===== config.mk =====
export PLATFORM = sky130hd
export DESIGN_NAME = ser_blk_shifter
export DESIGN_NICKNAME = d
export VERILOG_FILES = /design/src/rtl/ssb_pkg.sv /design/src/rtl/ssb_clkgen.sv /design/src/rtl/ssb_buffer.sv /design/src/rtl/ssb_engine.sv /design/src/rtl/ser_blk_shifter.sv
export SDC_FILE = /design/constraint.sdc
export NUM_CORES = 1
export LEC_CHECK = 0
export BUFFER_PORTS_ARGS = -buffer_cell sky130_fd_sc_hd__buf_2
export CAP_MARGIN = 20
export CORE_ASPECT_RATIO = 0.7
export CORE_MARGIN = 2
export CORE_UTILIZATION = 50
export CTS_CLUSTER_SIZE = 20
export DETAILED_ROUTE_END_ITERATION = 7
export PLACE_DENSITY = 0.67
export SETUP_SLACK_MARGIN = 0.4
export SKIP_CTS_REPAIR_TIMING = 1
export SYNTH_ARGS = -nofsm -noshare
export SYNTH_HDL_FRONTEND = slang
export SYNTH_HIERARCHICAL = 1
export SYNTH_SLANG_ARGS = --single-unit

===== constraint.sdc =====
create_clock -name clk -period 8.18 [get_ports clk]
set_input_delay 1.636 -clock clk [delete_from_list [all_inputs] [get_ports clk]]
set_output_delay 1.636 -clock clk [all_outputs]
set_load 0.005 [all_outputs]

===== src/rtl/ssb_pkg.sv =====
package ssb_pkg;
  typedef enum logic [2:0] {
    ST_IDLE,
    ST_FETCH,
    ST_LOAD,
    ST_RUN,
    ST_FLUSH
  } ssb_state_t;

  // bit position inside a byte for the j-th bit of that byte
  function automatic logic [2:0] ssb_bit_pos(input logic lsb, input logic [2:0] j);
    return lsb ? j : (3'd7 - j);
  endfunction
endpackage


===== src/rtl/ssb_clkgen.sv =====
module ssb_clkgen #(
  parameter int DIV_W = 8,
  localparam int CW = DIV_W + 1
) (
  input  logic             clk,
  input  logic             rst,
  input  logic             run,
  input  logic             ext_mode,
  input  logic [DIV_W-1:0] div_val,
  input  logic             sck_in,
  output logic             sck_out,
  output logic             rise_ev,
  output logic             fall_ev
);
  logic [CW-1:0] cnt;
  logic [CW-1:0] half_m1;
  logic          sck_q;
  logic          s1, s2, s3;
  logic          tick;

  assign half_m1 = {1'b0, div_val} + CW'(1);
  assign tick    = run && !ext_mode && (cnt == half_m1);

  always_ff @(posedge clk) begin
    if (rst) begin
      cnt   <= '0;
      sck_q <= 1'b1;
    end else if (!run || ext_mode) begin
      cnt   <= '0;
      sck_q <= 1'b1;
    end else if (tick) begin
      cnt   <= '0;
      sck_q <= ~sck_q;
    end else begin
      cnt <= cnt + CW'(1);
    end
  end

  always_ff @(posedge clk) begin
    if (rst) begin
      s1 <= 1'b1;
      s2 <= 1'b1;
      s3 <= 1'b1;
    end else begin
      s1 <= sck_in;
      s2 <= s1;
      s3 <= s2;
    end
  end

  assign rise_ev = (tick && !sck_q) || (run && ext_mode && s2 && !s3);
  assign fall_ev = (tick && sck_q)  || (run && ext_mode && !s2 && s3);
  assign sck_out = sck_q;

  assert_one_edge_R2: assert property (@(posedge clk) disable iff (rst)
    !(rise_ev && fall_ev));

  assert_phase_bound_R2: assert property (@(posedge clk) disable iff (rst)
    (run && !ext_mode) |-> (cnt <= half_m1));

  assert_idle_high_R2: assert property (@(posedge clk) disable iff (rst)
    !$past(run) |-> sck_q);
endmodule


===== src/rtl/ssb_buffer.sv =====
module ssb_buffer #(
  parameter int DEPTH = 32,
  parameter int DW    = 8,
  localparam int AW   = $clog2(DEPTH)
) (
  input  logic          clk,
  input  logic          we,
  input  logic [AW-1:0] waddr,
  input  logic [DW-1:0] wdata,
  input  logic [AW-1:0] raddr,
  output logic [DW-1:0] rdata
);
  logic [DW-1:0] mem [DEPTH];

  always_ff @(posedge clk) begin
    if (we) mem[waddr] <= wdata;
    rdata <= mem[raddr];
  end
endmodule


===== src/rtl/ssb_engine.sv =====
module ssb_engine
  import ssb_pkg::*;
#(
  parameter int CNT_W = 8,
  parameter int AW    = 5
) (
  input  logic             clk,
  input  logic             rst,
  input  logic             start,
  input  logic             lsb,
  input  logic [CNT_W-1:0] bits_m1,
  input  logic             rise_ev,
  input  logic             fall_ev,
  input  logic             sdi,
  input  logic [7:0]       mem_rdata,
  output logic [AW-1:0]    mem_raddr,
  output logic             mem_we,
  output logic [AW-1:0]    mem_waddr,
  output logic [7:0]       mem_wdata,
  output logic             run,
  output logic             busy,
  output logic             done,
  output logic             sdo
);
  ssb_state_t       st;
  logic [CNT_W-1:0] bitcnt;
  logic [AW-1:0]    byte_idx;
  logic [7:0]       txbyte, rxbyte, tx_src;
  logic             wb_pend, ld_pend, sdo_q, done_q;
  logic [2:0]       pos_now;

  assign pos_now   = ssb_bit_pos(lsb, bitcnt[2:0]);
  assign tx_src    = ld_pend ? mem_rdata : txbyte;
  assign mem_raddr = (st == ST_FETCH) ? byte_idx : byte_idx + AW'(1);
  assign mem_we    = ((st == ST_RUN) && wb_pend) || (st == ST_FLUSH);
  assign mem_waddr = byte_idx;
  assign mem_wdata = rxbyte;
  assign run       = (st == ST_RUN);
  assign busy      = (st != ST_IDLE);
  assign done      = done_q;
  assign sdo       = sdo_q;

  always_ff @(posedge clk) begin
    if (rst) begin
      st       <= ST_IDLE;
      bitcnt   <= '0;
      byte_idx <= '0;
      txbyte   <= '0;
      rxbyte   <= '0;
      wb_pend  <= 1'b0;
      ld_pend  <= 1'b0;
      sdo_q    <= 1'b0;
      done_q   <= 1'b0;
    end else begin
      case (st)
        ST_IDLE: if (start) begin
          st       <= ST_FETCH;
          done_q   <= 1'b0;
          bitcnt   <= '0;
          byte_idx <= '0;
          rxbyte   <= '0;
          wb_pend  <= 1'b0;
          ld_pend  <= 1'b0;
        end
        ST_FETCH: st <= ST_LOAD;
        ST_LOAD: begin
          txbyte <= mem_rdata;
          sdo_q  <= mem_rdata[pos_now];
          st     <= ST_RUN;
        end
        ST_RUN: begin
          if (ld_pend) begin
            txbyte  <= mem_rdata;
            rxbyte  <= '0;
            ld_pend <= 1'b0;
          end
          if (wb_pend) begin
            wb_pend  <= 1'b0;
            ld_pend  <= 1'b1;
            byte_idx <= byte_idx + AW'(1);
          end
          if (fall_ev) sdo_q <= tx_src[pos_now];
          if (rise_ev) begin
            rxbyte[pos_now] <= sdi;
            if (bitcnt == bits_m1) begin
              st <= ST_FLUSH;
            end else begin
              bitcnt <= bitcnt + CNT_W'(1);
              if (&bitcnt[2:0]) wb_pend <= 1'b1;
            end
          end
        end
        ST_FLUSH: begin
          st     <= ST_IDLE;
          done_q <= 1'b1;
        end
        default: st <= ST_IDLE;
      endcase
    end
  end

  assert_sdo_on_fall_R10: assert property (@(posedge clk) disable iff (rst)
    (($past(st) == ST_RUN) && (sdo_q != $past(sdo_q))) |-> $past(fall_ev));

  assert_count_bound_R3: assert property (@(posedge clk) disable iff (rst)
    busy |-> (bitcnt <= bits_m1));

  assert_done_idle_R7: assert property (@(posedge clk) disable iff (rst)
    done_q |-> !busy);

  assert_fetch_follows_write_R5: assert property (@(posedge clk) disable iff (rst)
    (wb_pend && run) |=> ld_pend);
endmodule


===== src/rtl/ser_blk_shifter.sv =====
module ser_blk_shifter #(
  parameter int MAX_BITS = 256,
  parameter int DIV_W    = 8,
  localparam int CNT_W   = $clog2(MAX_BITS),
  localparam int DEPTH   = (MAX_BITS + 7) / 8,
  localparam int AW      = $clog2(DEPTH)
) (
  input  logic             clk,
  input  logic             rst,
  input  logic             start,
  input  logic             lsb_first,
  input  logic             ext_clk,
  input  logic [DIV_W-1:0] div_sel,
  input  logic [CNT_W-1:0] bit_cnt_m1,
  input  logic             host_we,
  input  logic [AW-1:0]    host_addr,
  input  logic [7:0]       host_wdata,
  output logic [7:0]       host_rdata,
  input  logic             sck_in,
  output logic             sck_out,
  output logic             sck_oe,
  input  logic             sdi,
  output logic             sdo,
  output logic             busy,
  output logic             done
);
  logic             lsb_q, ext_q, oe_q;
  logic [DIV_W-1:0] div_q;
  logic [CNT_W-1:0] bits_q;
  logic             run, rise_ev, fall_ev;
  logic [AW-1:0]    eng_raddr, eng_waddr, mem_raddr, mem_waddr;
  logic             eng_we, mem_we;
  logic [7:0]       eng_wdata, mem_wdata, mem_rdata;

  // configuration follows the inputs while idle, frozen during a run
  always_ff @(posedge clk) begin
    if (rst) begin
      lsb_q  <= 1'b1;
      ext_q  <= 1'b0;
      oe_q   <= 1'b1;
      div_q  <= '0;
      bits_q <= '0;
    end else if (!busy) begin
      lsb_q  <= lsb_first;
      ext_q  <= ext_clk;
      oe_q   <= ~ext_clk;
      div_q  <= div_sel;
      bits_q <= bit_cnt_m1;
    end
  end

  assign mem_we     = busy ? eng_we    : host_we;
  assign mem_waddr  = busy ? eng_waddr : host_addr;
  assign mem_wdata  = busy ? eng_wdata : host_wdata;
  assign mem_raddr  = busy ? eng_raddr : host_addr;
  assign host_rdata = mem_rdata;
  assign sck_oe     = oe_q;

  ssb_clkgen #(.DIV_W(DIV_W)) u_clkgen (
    .clk(clk), .rst(rst), .run(run), .ext_mode(ext_q), .div_val(div_q),
    .sck_in(sck_in), .sck_out(sck_out), .rise_ev(rise_ev), .fall_ev(fall_ev)
  );

  ssb_buffer #(.DEPTH(DEPTH), .DW(8)) u_buffer (
    .clk(clk), .we(mem_we), .waddr(mem_waddr), .wdata(mem_wdata),
    .raddr(mem_raddr), .rdata(mem_rdata)
  );

  ssb_engine #(.CNT_W(CNT_W), .AW(AW)) u_engine (
    .clk(clk), .rst(rst), .start(start), .lsb(lsb_q), .bits_m1(bits_q),
    .rise_ev(rise_ev), .fall_ev(fall_ev), .sdi(sdi), .mem_rdata(mem_rdata),
    .mem_raddr(eng_raddr), .mem_we(eng_we), .mem_waddr(eng_waddr),
    .mem_wdata(eng_wdata), .run(run), .busy(busy), .done(done), .sdo(sdo)
  );

  assert_ext_release_R8: assert property (@(posedge clk) disable iff (rst)
    (!busy && ext_clk) |=> !sck_oe);

  assert_busy_needs_start_R7: assert property (@(posedge clk) disable iff (rst)
    $rose(busy) |-> $past(start));
endmodule


==> results of run 1 <==
==> registers in the layout (all words and copies together) (netlist names), 3 cells and up <==
signal,flops
u_clkgen/cnt,9
bits_q,8
u_buffer/rdata,8
u_engine/mem_wdata,8
div_q,8
u_engine/txbyte,8
u_engine/bitcnt,8
u_engine/mem_waddr,5
u_engine/st,3
u_buffer/mem,256
==> per-stage QoR <==
stage / total power (uW) / utilization [%] / instance area [um2] / worst slack (ps)
global placement: 3260 / 52.7 / 14600 / 3600
CTS: 4570 / 55.9 / 15500 / 3910
finish: 4540 / 56.0 / 15500 / 3940
global route: 4730 / 56.0 / 15500 / 3570
detailed placement: 3290 / 52.7 / 14600 / 3580
floorplan: 3000 / - / 14100 / 4630
==> cell type report <==
class	count	area, um2	share of cell area, %
multi-input combinational	511	4580	29.5
sequential	332	9210	59.3
timing repair buffer	63	362	2.33
inverter	8	30.0	0.193
tap	371	464	2.99
clock inverter	13	60.1	0.387
clock buffer	42	827	5.32
==> worst reg2reg max path, cell delays in order (launching register included) <==
cell and delay [ps]:
dfxtp_1 480, inv_1 130, nor3_1 630, xnor2_1 190
nand2_1 110, nand2_4 550, buf_4 670, mux4_2 620
mux4_2 500, mux2_2 270
==> routing by layer <==
metal	up-vias	wire, um	GRT usage [%]
met2	290	13400	29.8
met4	0	439	3.81
met5	-	0	0
met3	34	2910	5.54
li1	3581	-	-
met1	4187	15300	34.8
==> synthesized netlist by cell type (5+ instances only) <==
master / count
nor3_1: 9
dfxtp_1: 76
and2_1: 6
xor2_1: 17
xnor2_1: 10
nand4b_1: 5
a21o_1: 5
mux4_2: 83
nand3b_1: 7
or3_1: 6
a21oi_1: 25
edfxtp_1: 256
nor2_1: 100
mux2i_1: 33
nand4_1: 6
nor2b_1: 6
inv_1: 8
buf_1: 6
buf_2: 7
buf_4: 9
clkbuf_1: 18
o21ai_0: 13
a22oi_1: 7
or2_2: 5
ha_1: 5
o22ai_1: 7
nand3_1: 10
mux2_2: 14
nand2_1: 53
and3_1: 10
mux2_4: 6
nand2b_1: 13
==> where the power goes <==
part           leakage, uW  total (uW)  switching, uW  internal [uW]
Sequential         0.00296        2090           99.7           1990
Clock             0.000426        1300            598            700
Combinational      0.00187        1150            618            536
==> kinds of logic (layout without fill, tap and decap cells) <==
kind of cell / Yosys count / count (layout) / share of synthesized area, %
mux: 136 / 136 / 17.4
flops: 332 / 332 / 65.3
compound gates: 89 / 89 / 4.19
fa+ha+maj: 5 / 5 / 0.444
xor+xnor: 28 / 28 / 1.79
simple gates: 253 / 253 / 8.64
buf+inv: 56 / 126 / 2.29
==> how the worst max path moves through the flow <==
stage	to	slack, ps	cells past startpoint
after floorplan	u_buffer/rdata[0]	4630	7
after global placement	u_buffer/rdata[2]	3600	7
after detailed placement	u_buffer/rdata[2]	3580	7
after CTS	u_buffer/rdata[2]	3910	8
after global routing	u_buffer/rdata[2]	3570	9
final	u_buffer/rdata[2]	3940	9
==> flow_summary.json, run 1 <==
{
  "postRouteAntennaNets": 0,
  "firstDrtPassIters": 5,
  "vias_per_cell": 6.04,
  "maxSlewViolCount": 0,
  "diodes": 0,
  "setup-tns-final_ps": 0,
  "final_cell_mix": "256 x edfxtp_1, 100 x nor2_1, 83 x mux4_2, 76 x dfxtp_1, 50 x nand2_1",
  "fmax_ghz": 0.236,
  "fp.dieW_um": 205,
  "antenna_found_initial": 0,
  "initial_core_util_pct": 50.8,
  "cp_max_fo": 33,
  "post-route-period-util_pct": 51.9,
  "die-area_um2": 29600,
  "whs_path_depth": 1,
  "setup_viol": 0,
  "power_per_cell_area_nw_per_um2": 293,
  "cts_max_level": 1,
  "clockBufferDepth": 3,
  "grt_setup_unrepaired": "false",
  "synth-edff-count": 256,
  "core_um2": 27800,
  "crit_path_top_delay_cell": "buf_4",
  "final_common_cell": "edfxtp_1",
  "ys_ff_latch": 332,
  "finalHoldViolations": 0,
  "cpPeakStageDelay_ps": 640,
  "syn_avg_cell_area_um2": 15.7,
  "leakagePower_uw": 0.00526,
  "crit_buf_inv": 2,
  "syn_inst": 899,
  "dp.cells": 1283,
  "worst_pin_slew_ps": 1230,
  "arrival_ps": 4710,
  "cp.required_ps": 8650,
  "worst_skew_pair.late_latency_ps": 580,
  "rr_worst_depth": 9,
  "min_path_type": "reg -> reg",
  "critical_path_class": "reg -> reg",
  "r2r_slack_ps": 3940,
  "dp.final_hpwl_um": 20700,
  "hp-start": "u_clkgen/s1",
  "root_buffer": "clkbuf_16",
  "async_reset_ff_share_pct": 0,
  "fp-row-count": 51,
  "routabilityCongestion": 0.845,
  "io_buffers": 49,
  "min_period_ps": 4240,
  "ys_top_cells_by_area": "edfxtp_1 55%, mux4_2 13%, dfxtp_1 11%",
  "ir_worst_vdd_uv": 152,
  "syn_nets": 941,
  "num_vias": 8092,
  "grt_max_degree": 65,
  "numCtsBuffers": 30,
  "relSlewSlack_pct": 17.7,
  "ys_seq_area_share_pct": 65.3,
  "cts_tree": "done",
  "first_global_vias": 7333,
  "grtUsageTotal_pct": 21.7,
  "wire_per_inst_um": 23.9,
  "end_kind": "flop",
  "clock_skew_ps": 17.4,
  "die_y_um": 145,
  "cp_top_family": "multiplexers",
  "grt_pass1_wl_um": 46700,
  "cts.sinks": 332,
  "outcome": "finished, final reports clean",
  "finalNetCount": 988,
  "cp-start-kind": "flop",
  "critPathLaunch": "u_engine/st[0]",
  "drt_iter0_markers": 839,
  "synth_largest_area_cell": "edfxtp_1",
  "n_fill_cell": 2243,
  "yosysWarnings": 6,
  "worst_path_most_repeated_cell": "mux4_2",
  "maxCapViolCount": 0,
  "gr-total-overflow": 0,
  "syn_area_um2": 14100,
  "synth_top_area_share_pct": 54.5,
  "clk_pin_slew_ps": 60,
  "synth_flop_cell": "edfxtp_1",
  "hold_ws_ps": 449,
  "yosysUniqueCellTypes": 67,
  "crit_path_cell_trace": "inv_1 > nor3_1 > xnor2_1 > nand2_1 > nand2_4 > buf_4 > mux4_2 > mux4_2 > mux2_2",
  "drc_errors": 0,
  "num_io_pins": 50,
  "drive_above_1_share_pct": 23.1,
  "worstHoldEndpoint": "u_clkgen/s2",
  "synthToLayoutAreaGrowth_pct": 10.2,
  "r2r-end": "u_buffer/rdata[2]",
  "fin_cells": 1340,
  "postRouteWirelength_um": 32000,
  "reg2reg_from": "u_engine/st[0]"
}
Power figures use the tool's default switching activity.
==> run 2: changes to the inputs <==
Clock period 8.18 ns to 4.29 ns, I/O delays scaled along.
==> run 2 against run 1 <==
  * Sequential share of layout area is 1.2 points lower
  * Register-to-register slack worse by 3200 ps
  * Final area is 2.1% higher
  * Clock power is 120% higher
  * Routed wire length is 7.0% higher
  * Final cell count is 1.4% higher
  * Core utilization is 1.2 points higher
  * First-iteration DRC count is 31% higher
  * Combinational power is 100% higher
  * Critical path type unchanged
  * Critical endpoint is now u_buffer/rdata[5]
==> flow_summary.json, run 2 (synthesis results as in run 1) <==
{
  "routabilityCongestion": 0.846,
  "cp-start-kind": "flop",
  "largest_reg_flops": 256,
  "cts.sinks": 332,
  "gr-total-overflow": 0,
  "min_period_ps": 3600,
  "first_global_vias": 7585,
  "maxCapViolCount": 0,
  "cp.required_ps": 4710,
  "post-route-period-util_pct": 83.9,
  "initial_core_util_pct": 50.8,
  "seqPwrFrac_pct": 43.4,
  "firstDrtPassIters": 6,
  "core_um2": 27800,
  "r2r_slack_ps": 690,
  "vias_per_cell": 6.15,
  "cpPeakStageDelay_ps": 570,
  "power_frac_comb_pct": 25.0,
  "worst_skew_pair.late_latency_ps": 530,
  "final_cell_mix": "256 x edfxtp_1, 100 x nor2_1, 83 x mux4_2, 76 x dfxtp_1, 50 x nand2_1",
  "fmax_ghz": 0.278,
  "num_io_pins": 50,
  "reg2reg_from": "u_engine/st[0]",
  "relSlewSlack_pct": 37.0,
  "end_kind": "flop",
  "die_y_um": 145,
  "pwr-share-clk_pct": 31.6,
  "worst_pin_slew_ps": 942,
  "finalHoldViolations": 0,
  "critical_path_class": "reg -> reg",
  "setup-tns-final_ps": 0,
  "p_total_uw": 9210,
  "io_buffers": 49,
  "cts_tree": "done",
  "crit_buf_inv": 2,
  "synthToLayoutAreaGrowth_pct": 12.4,
  "grt_pass1_wl_um": 50600,
  "num_vias": 8363,
  "wire_per_inst_um": 25.2,
  "whs_path_depth": 1,
  "p_sw_share_pct": 29.1,
  "min_path_type": "reg -> reg",
  "drc_errors": 0,
  "p_sw_uw": 2680,
  "crit_path_top_delay_cell": "mux4_2",
  "cp_top_family": "multiplexers",
  "drive_above_1_share_pct": 25.1,
  "r2r-end": "u_buffer/rdata[5]",
  "rr_worst_depth": 9,
  "outcome": "finished, final reports clean",
  "postRouteAntennaNets": 0,
  "crit_path_cell_trace": "inv_1 > nor3_1 > xnor2_1 > nand2_1 > nand2_4 > buf_12 > mux4_2 > mux4_2 > mux2_2",
  "fp-row-count": 51,
  "clock_skew_ps": 18.8,
  "grt_setup_unrepaired": "false",
  "grt_max_degree": 65,
  "drt_iter0_markers": 1103,
  "root_buffer": "clkbuf_16",
  "internal_power_uw": 6530,
  "grtUsageTotal_pct": 23.7,
  "die-area_um2": 29600,
  "setup_viol": 0,
  "finalNetCount": 1004,
  "n_fill_cell": 2142,
  "power_per_cell_area_nw_per_um2": 581,
  "clk_pin_slew_ps": 70,
  "numCtsBuffers": 34,
  "post-route-util_pct": 57.1,
  "clockBufferDepth": 3,
  "final_common_cell": "edfxtp_1",
  "ir_worst_vdd_uv": 262,
  "maxSlewViolCount": 0,
  "antenna_found_initial": 0,
  "cts_max_level": 2,
  "postRouteWirelength_um": 34300,
  "worstHoldEndpoint": "u_clkgen/s2",
  "cp_max_fo": 26,
  "hp-start": "u_clkgen/s1",
  "ff_latch_area_um2": 9210,
  "worst_path_most_repeated_cell": "mux4_2",
  "dp.final_hpwl_um": 22400,
  "fp.dieW_um": 205,
  "arrival_ps": 4020,
  "diodes": 0,
  "multi_input_area_um2": 4580,
  "largest_registers": "u_buffer/mem (256), u_clkgen/cnt (9)",
  "leakagePower_uw": 0.00543,
  "regMostFlops": "u_buffer/mem"
}
## run 2: area by class of cell
class	instances	area share, %
tap	371	2.93
timing repair buffer	75	3.01
clock buffer	42	5.75
multi-input combinational	511	28.9
clock inverter	20	1.14
sequential	332	58.1
inverter	8	0.189
## run 2: power by group through the flow
| stage | clock network, uW | logic (uW) | registers, uW |
|---|---|---|---|
| 6_report | 2910 | 2300 | 4000 |
| 5_1_grt | 3100 | 2480 | 4020 |
| 2_1_floorplan | 0 | 1770 | 3960 |
| 3_5_place_dp | 0 | 2310 | 4060 |
| 3_3_place_gp | 0 | 2240 | 4060 |
| 4_1_cts | 2960 | 2320 | 4000 |
## run 2: layer usage
layer | global-route usage (%) | share of wire (%) | vias to the layer above | wire (um)
li1 | - | - | 3610 | -
met3 | 6.51 | 11 | 33 | 3860
met4 | 5.00 | 1.2 | 0 | 421
met2 | 30.3 | 40 | 441 | 13600
met1 | 39.5 | 48 | 4279 | 16400
met5 | 0 | 0 | - | 0
## run 2: worst max-delay path by stage
stage,cells past startpoint,start,end
3_3_place_gp,9,u_engine/st[0],u_buffer/rdata[5]
6_report,9,u_engine/st[0],u_buffer/rdata[5]
4_1_cts,9,u_engine/st[0],u_buffer/rdata[5]
3_5_place_dp,9,u_engine/st[0],u_buffer/rdata[5]
5_1_grt,9,u_engine/st[0],u_buffer/rdata[3]
2_1_floorplan,12,u_engine/st[0],u_buffer/rdata[0]
## run 2: per-stage QoR
| stage | cell area (um2) | std cells | worst slack, ps | hold WS [ps] |
|---|---|---|---|---|
| after floorplan | 14100 | 899 | 1180 | 389 |
| after global placement | 14800 | 1297 | 776 | 399 |
| after detailed placement | 14800 | 1297 | 672 | 404 |
| after CTS | 15900 | 1359 | 666 | 430 |
| after global routing | 15900 | 1359 | 442 | 439 |
| final | 15900 | 1359 | 689 | 421 |
